File: config.mk
export PLATFORM = sky130hd
export DESIGN_NAME = uartq_top
export DESIGN_NICKNAME = d
export VERILOG_FILES = /design/src/rtl/uartq_pkg.sv /design/src/rtl/uartq_tick_gen.sv /design/src/rtl/uartq_tx.sv /design/src/rtl/uartq_rx.sv /design/src/rtl/uartq_top.sv
export SDC_FILE = /design/constraint.sdc
export NUM_CORES = 1
export LEC_CHECK = 0
export BUFFER_PORTS_ARGS = -buffer_cell sky130_fd_sc_hd__buf_4
export CORE_ASPECT_RATIO = 0.7
export CORE_MARGIN = 8
export CORE_UTILIZATION = 58
export DETAILED_ROUTE_END_ITERATION = 16
export PLACE_DENSITY = 0.9
export REMOVE_ABC_BUFFERS = 1
export SYNTH_ARGS = -nofsm -noshare
export SYNTH_HDL_FRONTEND = slang
export SYNTH_SLANG_ARGS = --single-unit
export TNS_END_PERCENT = 5
File: constraint.sdc
create_clock -name clk -period 2.9 [get_ports clk]
set_clock_uncertainty 0.15 [all_clocks]
set_input_delay 0.29 -clock clk [delete_from_list [all_inputs] [get_ports clk]]
set_output_delay 0.29 -clock clk [all_outputs]
set_load 0.01 [all_outputs]
File: src/rtl/uartq_pkg.sv
package uartq_pkg;

   typedef enum logic [1:0] {
      RX_IDLE  = 2'd0,
      RX_START = 2'd1,
      RX_DATA  = 2'd2,
      RX_STOP  = 2'd3
   } rx_state_e;

   function automatic logic maj3(input logic a, input logic b, input logic c);
      return (a & b) | (a & c) | (b & c);
   endfunction

endpackage

File: src/rtl/uartq_tick_gen.sv
module uartq_tick_gen #(
   parameter int PRE_DIV = 32
) (
   input  logic clk,
   input  logic rst_n,
   input  logic ovf_i,
   output logic tick_o
);
   localparam int CW = $clog2(PRE_DIV);

   generate
      if (PRE_DIV < 2) begin : g_bad_div
         $error("PRE_DIV must be at least 2");
      end
   endgenerate

   logic [CW-1:0] cnt;
   logic          at_top;

   assign at_top = (cnt == CW'(PRE_DIV - 1));
   assign tick_o = ovf_i & at_top;

   always_ff @(posedge clk) begin
      if (!rst_n)
         cnt <= '0;
      else if (ovf_i)
         cnt <= at_top ? '0 : cnt + 1'b1;
   end
endmodule

File: src/rtl/uartq_tx.sv
module uartq_tx #(
   parameter int DATA_W = 8,
   parameter int OVS    = 16
) (
   input  logic              clk,
   input  logic              rst_n,
   input  logic              tick_i,
   input  logic              wr_i,
   input  logic [DATA_W-1:0] data_i,
   input  logic              ti_clr_i,
   output logic              ti_o,
   output logic              txd_o
);
   localparam int FRAME_BITS = DATA_W + 2;
   localparam int BCW        = $clog2(FRAME_BITS);
   localparam int SCW        = $clog2(OVS);

   generate
      if (OVS < 4) begin : g_bad_ovs
         $error("OVS must be at least 4");
      end
   endgenerate

   logic [FRAME_BITS-1:0] shreg;
   logic [BCW-1:0]        bitcnt;
   logic [SCW-1:0]        sub;
   logic                  busy;
   logic                  bit_end;
   logic                  done;

   assign bit_end = busy & tick_i & (sub == SCW'(OVS - 1));
   assign done    = ~wr_i & bit_end & (bitcnt == BCW'(FRAME_BITS - 1));
   assign txd_o   = busy ? shreg[0] : 1'b1;

   always_ff @(posedge clk) begin
      if (!rst_n) begin
         shreg  <= '1;
         bitcnt <= '0;
         sub    <= '0;
         busy   <= 1'b0;
      end else if (wr_i) begin
         shreg  <= {1'b1, data_i, 1'b0};
         bitcnt <= '0;
         sub    <= '0;
         busy   <= 1'b1;
      end else if (busy && tick_i) begin
         if (bit_end) begin
            sub <= '0;
            if (bitcnt == BCW'(FRAME_BITS - 1)) begin
               busy <= 1'b0;
            end else begin
               bitcnt <= bitcnt + 1'b1;
               shreg  <= {1'b1, shreg[FRAME_BITS-1:1]};
            end
         end else begin
            sub <= sub + 1'b1;
         end
      end
   end

   always_ff @(posedge clk) begin
      if (!rst_n)
         ti_o <= 1'b0;
      else if (done)
         ti_o <= 1'b1;
      else if (ti_clr_i)
         ti_o <= 1'b0;
   end


   start_after_write_chk: assert property (@(posedge clk) disable iff (!rst_n)
      wr_i |=> !txd_o);


   ti_on_stop_level_chk: assert property (@(posedge clk) disable iff (!rst_n)
      $rose(ti_o) |-> (txd_o && !busy));
endmodule

File: src/rtl/uartq_rx.sv
module uartq_rx #(
   parameter int DATA_W      = 8,
   parameter int OVS         = 16,
   parameter int SYNC_STAGES = 2
) (
   input  logic              clk,
   input  logic              rst_n,
   input  logic              tick_i,
   input  logic              rxd_i,
   input  logic              ren_i,
   input  logic              sm2_i,
   input  logic              ri_clr_i,
   output logic              ri_o,
   output logic              rb8_o,
   output logic [DATA_W-1:0] data_o
);
   import uartq_pkg::*;

   localparam int SCW = $clog2(OVS);
   localparam int ICW = $clog2(DATA_W);
   localparam int MID = OVS / 2;

   generate
      if (OVS < 4) begin : g_bad_ovs
         $error("OVS must be at least 4");
      end
      if (SYNC_STAGES < 1) begin : g_bad_sync
         $error("SYNC_STAGES must be at least 1");
      end
   endgenerate

   logic [SYNC_STAGES-1:0] sync;
   logic                   rx_s;

   generate
      if (SYNC_STAGES == 1) begin : g_sync1
         always_ff @(posedge clk) begin
            if (!rst_n) sync <= '1;
            else        sync <= rxd_i;
         end
      end else begin : g_syncn
         always_ff @(posedge clk) begin
            if (!rst_n) sync <= '1;
            else        sync <= {sync[SYNC_STAGES-2:0], rxd_i};
         end
      end
   endgenerate

   assign rx_s = sync[SYNC_STAGES-1];

   rx_state_e         state;
   logic              last;
   logic [SCW-1:0]    sub;
   logic [ICW-1:0]    bidx;
   logic              v_a, v_b;
   logic [DATA_W-1:0] shb;
   logic              maj;
   logic              accept;

   assign maj    = maj3(v_a, v_b, rx_s);
   assign accept = ren_i & tick_i & (state == RX_STOP) & (sub == SCW'(MID))
                   & ~ri_o & (~sm2_i | maj);

   always_ff @(posedge clk) begin
      if (!rst_n) begin
         state <= RX_IDLE;
         last  <= 1'b1;
         sub   <= '0;
         bidx  <= '0;
         v_a   <= 1'b0;
         v_b   <= 1'b0;
         shb   <= '0;
      end else begin
         if (tick_i && state == RX_IDLE) last <= rx_s;
         if (!ren_i) begin
            state <= RX_IDLE;
         end else if (tick_i) begin
            if (state == RX_IDLE) begin
               if (last && !rx_s) begin
                  state <= RX_START;
                  sub   <= '0;
               end
            end else begin
               sub <= (sub == SCW'(OVS - 1)) ? '0 : sub + 1'b1;
               if (sub == SCW'(MID - 2)) v_a <= rx_s;
               if (sub == SCW'(MID - 1)) v_b <= rx_s;
               if (sub == SCW'(MID)) begin
                  case (state)
                     RX_START: if (maj) begin
                        state <= RX_IDLE;
                        last  <= rx_s;
                     end
                     RX_DATA:  shb <= {maj, shb[DATA_W-1:1]};
                     RX_STOP: begin
                        state <= RX_IDLE;
                        last  <= rx_s;
                     end
                     default: ;
                  endcase
               end
               if (sub == SCW'(OVS - 1)) begin
                  if (state == RX_START) begin
                     state <= RX_DATA;
                     bidx  <= '0;
                  end else if (state == RX_DATA) begin
                     if (bidx == ICW'(DATA_W - 1)) state <= RX_STOP;
                     else                          bidx  <= bidx + 1'b1;
                  end
               end
            end
         end
      end
   end

   always_ff @(posedge clk) begin
      if (!rst_n) begin
         ri_o   <= 1'b0;
         rb8_o  <= 1'b0;
         data_o <= '0;
      end else if (accept) begin
         ri_o   <= 1'b1;
         rb8_o  <= maj;
         data_o <= shb;
      end else if (ri_clr_i) begin
         ri_o   <= 1'b0;
      end
   end


   hold_while_full_chk: assert property (@(posedge clk) disable iff (!rst_n)
      (ri_o && !ri_clr_i) |=> ($stable(data_o) && $stable(rb8_o)));


   stop_flag_with_ri_chk: assert property (@(posedge clk) disable iff (!rst_n)
      !$stable(rb8_o) |-> $rose(ri_o));


   idle_when_off_chk: assert property (@(posedge clk) disable iff (!rst_n)
      !ren_i |=> (state == RX_IDLE));
endmodule

File: src/rtl/uartq_top.sv
module uartq_top #(
   parameter int DATA_W      = 8,
   parameter int OVS         = 16,
   parameter int PRE_DIV     = 32,
   parameter int SYNC_STAGES = 2
) (
   input  logic              clk,
   input  logic              rst_n,
   input  logic              baud_ovf_i,
   input  logic              tx_wr_i,
   input  logic [DATA_W-1:0] tx_data_i,
   input  logic              ti_clr_i,
   output logic              ti_o,
   output logic              txd_o,
   input  logic              rxd_i,
   input  logic              ren_i,
   input  logic              sm2_i,
   input  logic              ri_clr_i,
   output logic              ri_o,
   output logic              rb8_o,
   output logic [DATA_W-1:0] rx_data_o
);
   logic sample_tick;

   uartq_tick_gen #(.PRE_DIV(PRE_DIV)) i_tick (
      .clk    (clk),
      .rst_n  (rst_n),
      .ovf_i  (baud_ovf_i),
      .tick_o (sample_tick)
   );

   uartq_tx #(.DATA_W(DATA_W), .OVS(OVS)) i_tx (
      .clk      (clk),
      .rst_n    (rst_n),
      .tick_i   (sample_tick),
      .wr_i     (tx_wr_i),
      .data_i   (tx_data_i),
      .ti_clr_i (ti_clr_i),
      .ti_o     (ti_o),
      .txd_o    (txd_o)
   );

   uartq_rx #(.DATA_W(DATA_W), .OVS(OVS), .SYNC_STAGES(SYNC_STAGES)) i_rx (
      .clk      (clk),
      .rst_n    (rst_n),
      .tick_i   (sample_tick),
      .rxd_i    (rxd_i),
      .ren_i    (ren_i),
      .sm2_i    (sm2_i),
      .ri_clr_i (ri_clr_i),
      .ri_o     (ri_o),
      .rb8_o    (rb8_o),
      .data_o   (rx_data_o)
   );
endmodule

# Word-level counts from Yosys, hierarchy flattened
# Index checks and enable logic that the tools add are counted.
# word_totals
input_bits	17
regBits	56
out_inout_bits	12
# classes
n_bitwise	22
eq_ne	14
muxes	37
n_reduce_logical	22
n_addsub	5
# ops
op	count
$mux W9	4
$eq A4 B4 Y1 const B	4
$mux W2	8
$mux W4	4
$mux W1	15
$and A1 B1 Y1	13
$add A4 B1 Y4 const B	3
$reduce_and A3 Y1	4
$reduce_bool A2 Y1	6
$mux W3	3
$eq A4 B3 Y1 const B	2
$reduce_and A4 Y1	2
$not A1 Y1	6
$reduce_and A6 Y1	1
$add A5 B1 Y5 const B	1
$eq A5 B5 Y1 const B	1
$mux W5	1
$reduce_and A5 Y1	1
$eq A2 B2 Y1 const B	2
$ne A2 B2 Y1 const B	2
$pmux W2 S2	1
$reduce_and A2 Y1	2
$add A3 B1 Y3 const B	1
$eq A3 B3 Y1 const B	1
8 further kinds	12

# Depth between registers and ports, before layout
# depth
word_depth	11
ltp_mapped	9

# Modules after synthesis
# Synthesis repeated with hierarchy kept, for this count alone.
# hier_totals
cells_unflattened	315
hier_area_um2	2876.5
# modules_own_cells
module	seq_area_each_um2	cells_each	area_per_inst_um2	instances
uartq_rx	640.6	173	1625.3	1
uartq_tx	380.4	118	988.4	1
uartq_tick_gen	100.1	24	262.8	1

# Worst setup path after synthesis
# Ideal clock, no wire load.
# synth_timing
path_kind	register to register
startpoint	reg i_tick.cnt[0]
endpoint	reg i_tx.shreg[6]
slack_ns	0.858
setup_ns	0.138
path_buffers	2
path_stages_with_launch	10
arrival_time_ns	1.754
synth_period_minus_slack_ns	2.042
cell_sequence	dfxtp_1 ha_1 and3_1 ha_1 and3_1 buf_2 and3_1 buf_2 nor4b_1 a311oi_1
# synth_via
elab_chain_cells	6
word_cells_on_any_way	8
cone_classes	1 x eq/ne; 3 x bitwise; 4 x reduce/logical
# synth_rtl
item	line_no	text
from (decl)	uartq_tick_gen.sv:17	logic [CW-1:0] cnt;
from (signal assigned)	uartq_tick_gen.sv:27	cnt <= at_top ? '0 : cnt + 1'b1;
$eq A5 B5 Y1 (*)	uartq_tick_gen.sv:20	assign at_top = (cnt == CW'(PRE_DIV - 1));
$and A1 B1 Y1 (*)	uartq_tick_gen.sv:21	assign tick_o = ovf_i & at_top;
$and A1 B1 Y1 (2 in series)	uartq_tx.sv:31	assign bit_end = busy & tick_i & (sub == SCW'(OVS - 1));
$reduce_bool A2 Y1 (no line)	n/a	
$reduce_and A3 Y1 (no line) (*)	n/a	
to (signal assigned)	uartq_tx.sv:42	shreg <= {1'b1, data_i, 1'b0};
to (signal assigned)	uartq_tx.sv:53	shreg <= {1'b1, shreg[FRAME_BITS-1:1]};
to (decl)	uartq_tx.sv:24	logic [FRAME_BITS-1:0] shreg;
# Every way passes the cells marked *; elsewhere a longest branch is shown, timed or not.
# A chain may end at the register's enable or synchronous reset.

# Worst setup path in the final report
# layout_timing
startpoint	reg i_tick.cnt[0]
endpoint	reg i_rx.bidx[1]
# layout_via
elab_chain_cells	3
# layout_rtl
item	line_no	text
$eq A5 B5 Y1	uartq_tick_gen.sv:20	
$and A1 B1 Y1	uartq_tick_gen.sv:21	
$reduce_and A6 Y1 (no line)	n/a	
to (signal assigned)	uartq_rx.sv:107	else bidx <= bidx + 1'b1;
to (decl)	uartq_rx.sv:54	logic [ICW-1:0] bidx;
# Every way passes these cells.

==> reports/qor.csv <==
stage,metric,value,unit
logic_synthesis,synth-main-ff-cell,dfxtp_1,
worst_setup_path,r2r.worst_path.cells,7,
routing,via_per_inst,5.50,
global_routing,grt_pass1_vias,1931,
logic_synthesis,synth_top_family_by_area,simple AND/OR/NAND/NOR gates,
finish,n_antenna_cell,0,
worst_setup_path,worstSetupStartpointType,flip-flop,
finish,num-nets-final,360,
floorplan,ios,29,
logic_synthesis,ys_types,50,
min_path,min_path_cells,2,
routing,vias,2129,
power,peakVddDrop,0.232,mV
floorplan,die_w,97.9,um
finish,finalNonFillerCells,387,
clock_tree,path_clk_slew,100,ps
global_routing,antenna_found_initial,0,
worst_setup_path,critPathMaxFanout,13,
global_routing,grt_usage,14.7,%
logic_synthesis,synth-xor-area-share,1.61,%
logic_synthesis,avgSynthCellArea,8.70,um2
global_routing,grt_pass1_wl,8590,um
timing,fmax,400,MHz
routing,drc_errors,0,
timing,rsz0062_at_grt,false,
timing,holdWs,11.6,ps
clock_tree,tritoncts,built,
logic_synthesis,synth_top_area_share,41.2,%
worst_setup_path,crit_arrival,2600,ps
clock_tree,cts.htree.levels,2,
logic_synthesis,synth.area.mux_share,2.94,%
routing,wl,5190,um
min_path,hold_path_class,primary input to flip-flop,
logic_synthesis,synthSimpleGateAreaFrac,25.4,%
clock_tree,clock_path_buffers,2,
clock_tree,cts_root_buf,clkbuf_8,
run_status,status,"complete, no violations",
logic_synthesis,synth_compound_area_share,17.7,%
timing,finalMaxSlewViolations,0,
routing,drt_pass1_iterations,4,
clock_tree,cts-buffers-inserted,5,
placed_design,dpl.hpwl,3680,um
finish,drive_above_1_share,13.0,%
finish,area_growth,11.3,%
worst_setup_path,critPathKind,flip-flop to flip-flop,
routing,wl_per_cell,13.4,um
logic_synthesis,synthAdderAreaFrac,6.80,%
floorplan,rows,21,
clock_tree,clkLatencyLatePin,310,ps
timing,setup_viol,0,
timing,period_minus_slack,2500,ps
worst_setup_path,crit_required,3000,ps
logic_synthesis,yosys_warnings,0,
placed_design,dp_cells,379,
placed_design,routabilityCongestion,0.864,
logic_synthesis,synthCells,313,
clock_tree,cts_sinks,56,
placed_design,port_buffers,28,
clock_tree,hold_buffers,0,
power,power,1360,uW
power,leakage,0.00113,uW
clock_tree,postCtsSetupBuffers,0,
worst_setup_path,endpoint_kind,flip-flop,
timing,tightest_slew,626,ps
logic_synthesis,ys_seq_area_share,41.2,%
routing,ant_nets,0,
logic_synthesis,synth_edf_count,0,
floorplan,core,4650,um2
global_routing,grt_start_max_net_pins,62,
floorplan,start_util,58.6,%
power,powerDensity,449,nW/um2
floorplan,die_h,73.3,um
timing,max_slew_margin,58.0,%
logic_synthesis,ys_ff_latch,56,
global_routing,grt_remaining_overflow,0,
timing,fin_tns_setup,0,ps
logic_synthesis,netlist_top_cells_area,"dfxtp_1 (41%), ha_1 (6.4%), nand2_1 (6.1%)",
routing,drt-initial-drc-count,126,
timing,period_share,86.3,%
logic_synthesis,yosys.area.top_type,dfxtp_1,
logic_synthesis,netlist_area,2720,um2
run,drv_cap,0,
floorplan,die-area,7180,um2
logic_synthesis,synthArstFlopShare,0,%
clock_tree,cts_resized,0,
timing,hold_viol,0,
state kept, by name, summed over array words and instances, names as in the netlist:
| signal | flops |
|---|---|
| i_rx.ri_o | 1 |
| i_rx.bidx | 3 |
| i_tx.sub | 4 |
| i_tx.shreg | 9 |
| i_rx.v_a | 1 |
| i_tx.bitcnt | 4 |
| i_rx.sync | 2 |
| i_rx.data_o | 8 |
| i_tx.busy | 1 |
| i_rx.state | 2 |
| i_tx.ti_o | 1 |
| i_rx.shb | 8 |
| i_rx.rb8_o | 1 |
| i_tick.cnt | 5 |
| i_rx.last | 1 |
| i_rx.sub | 4 |
| i_rx.v_b | 1 |
power breakdown:
group / internal [uW] / switching, uW / leakage [uW]
logic: 35.6 / 32.7 / 0.000624
registers: 780 / 7.19 / 0.000454
clock network: 256 / 248 / 0.0000541
total: 1070 / 288 / 0.00113
cell families (layout without fill, tap and decap cells):
logic type               Yosys count  after routing
AND/OR/NAND/NOR                  133            133
AO/OA/AOI/OAI                     68             68
flip-flops                        56             56
buffers and inverters             28             45
adder cells (fa/ha/maj)           15             15
multiplexers                       8              8
XOR/XNOR                           5              5
worst max-delay path, stage by stage, from the launching register on:
cell	delay, ps
dfxtp_1	380
ha_1	200
and3_1	180
ha_1	420
and4b_2	390
o2111ai_4	170
or3b_1	410
a21boi_1	160
final timing paths:
check	startpoint	to	slack, ps
max	i_tick.cnt[0]$_SDFFE_PN0P_	i_rx.bidx[1]$_SDFFE_PN0P_	400
min	rxd_i	i_rx.sync[0]$_SDFF_PN1_	10
max reg2reg	i_tick.cnt[0]$_SDFFE_PN0P_	i_rx.bidx[1]$_SDFFE_PN0P_	400
min reg2reg	i_rx.sync[0]$_SDFF_PN1_	i_rx.sync[1]$_SDFF_PN1_	260
per-stage QoR:
stage	instance area, um2	utilization, %	setup slack [ps]
floorplan	2640	-	711
global placement	2920	62.8	575
detailed placement	2920	62.8	459
CTS	3030	65.2	447
global route	3030	65.2	240
finish	3030	65.2	398
cells in the mapped netlist (8+ instances only):
master,number
buf_2,8
nor2b_1,14
o21ai_0,25
inv_1,9
a21boi_0,9
nand2_1,44
ha_1,14
dfxtp_1,56
nor2_1,14
mux2i_1,8
nand3_1,16
and2_1,8
cell usage in the layout, fill, tap and decap left out, types with 3 or more instances in the layout:
cell type,instances
dfxtp_1,56
nand2_1,44
buf_4,28
o21ai_0,25
nand3_1,16
nor2b_1,14
nor2_1,14
ha_1,14
inv_1,9
a21boi_0,9
mux2i_1,8
and2_1,8
and3_1,7
a21oi_1,7
nand2b_1,6
a221oi_1,6
o21a_1,5
nor3_1,5
clkbuf_8,5
a211oi_1,3
nand4_1,3
xor2_1,3
metal layers:
layer  track usage, %  share of wire (%)
met4             5.67                1.2
met3             5.01                5.5
met2             23.3                 42
met1             18.0                 51
met5                0                  0
layout make-up:
class	instances	area [um2]
fill	392	1620
multi-input combinational	229	1480
sequential	56	1120
timing repair buffer	28	210
tap	57	71.3
clock buffer	5	68.8
clock inverter	3	42.5
inverter	9	33.8
Power figures use the tool's default switching activity.
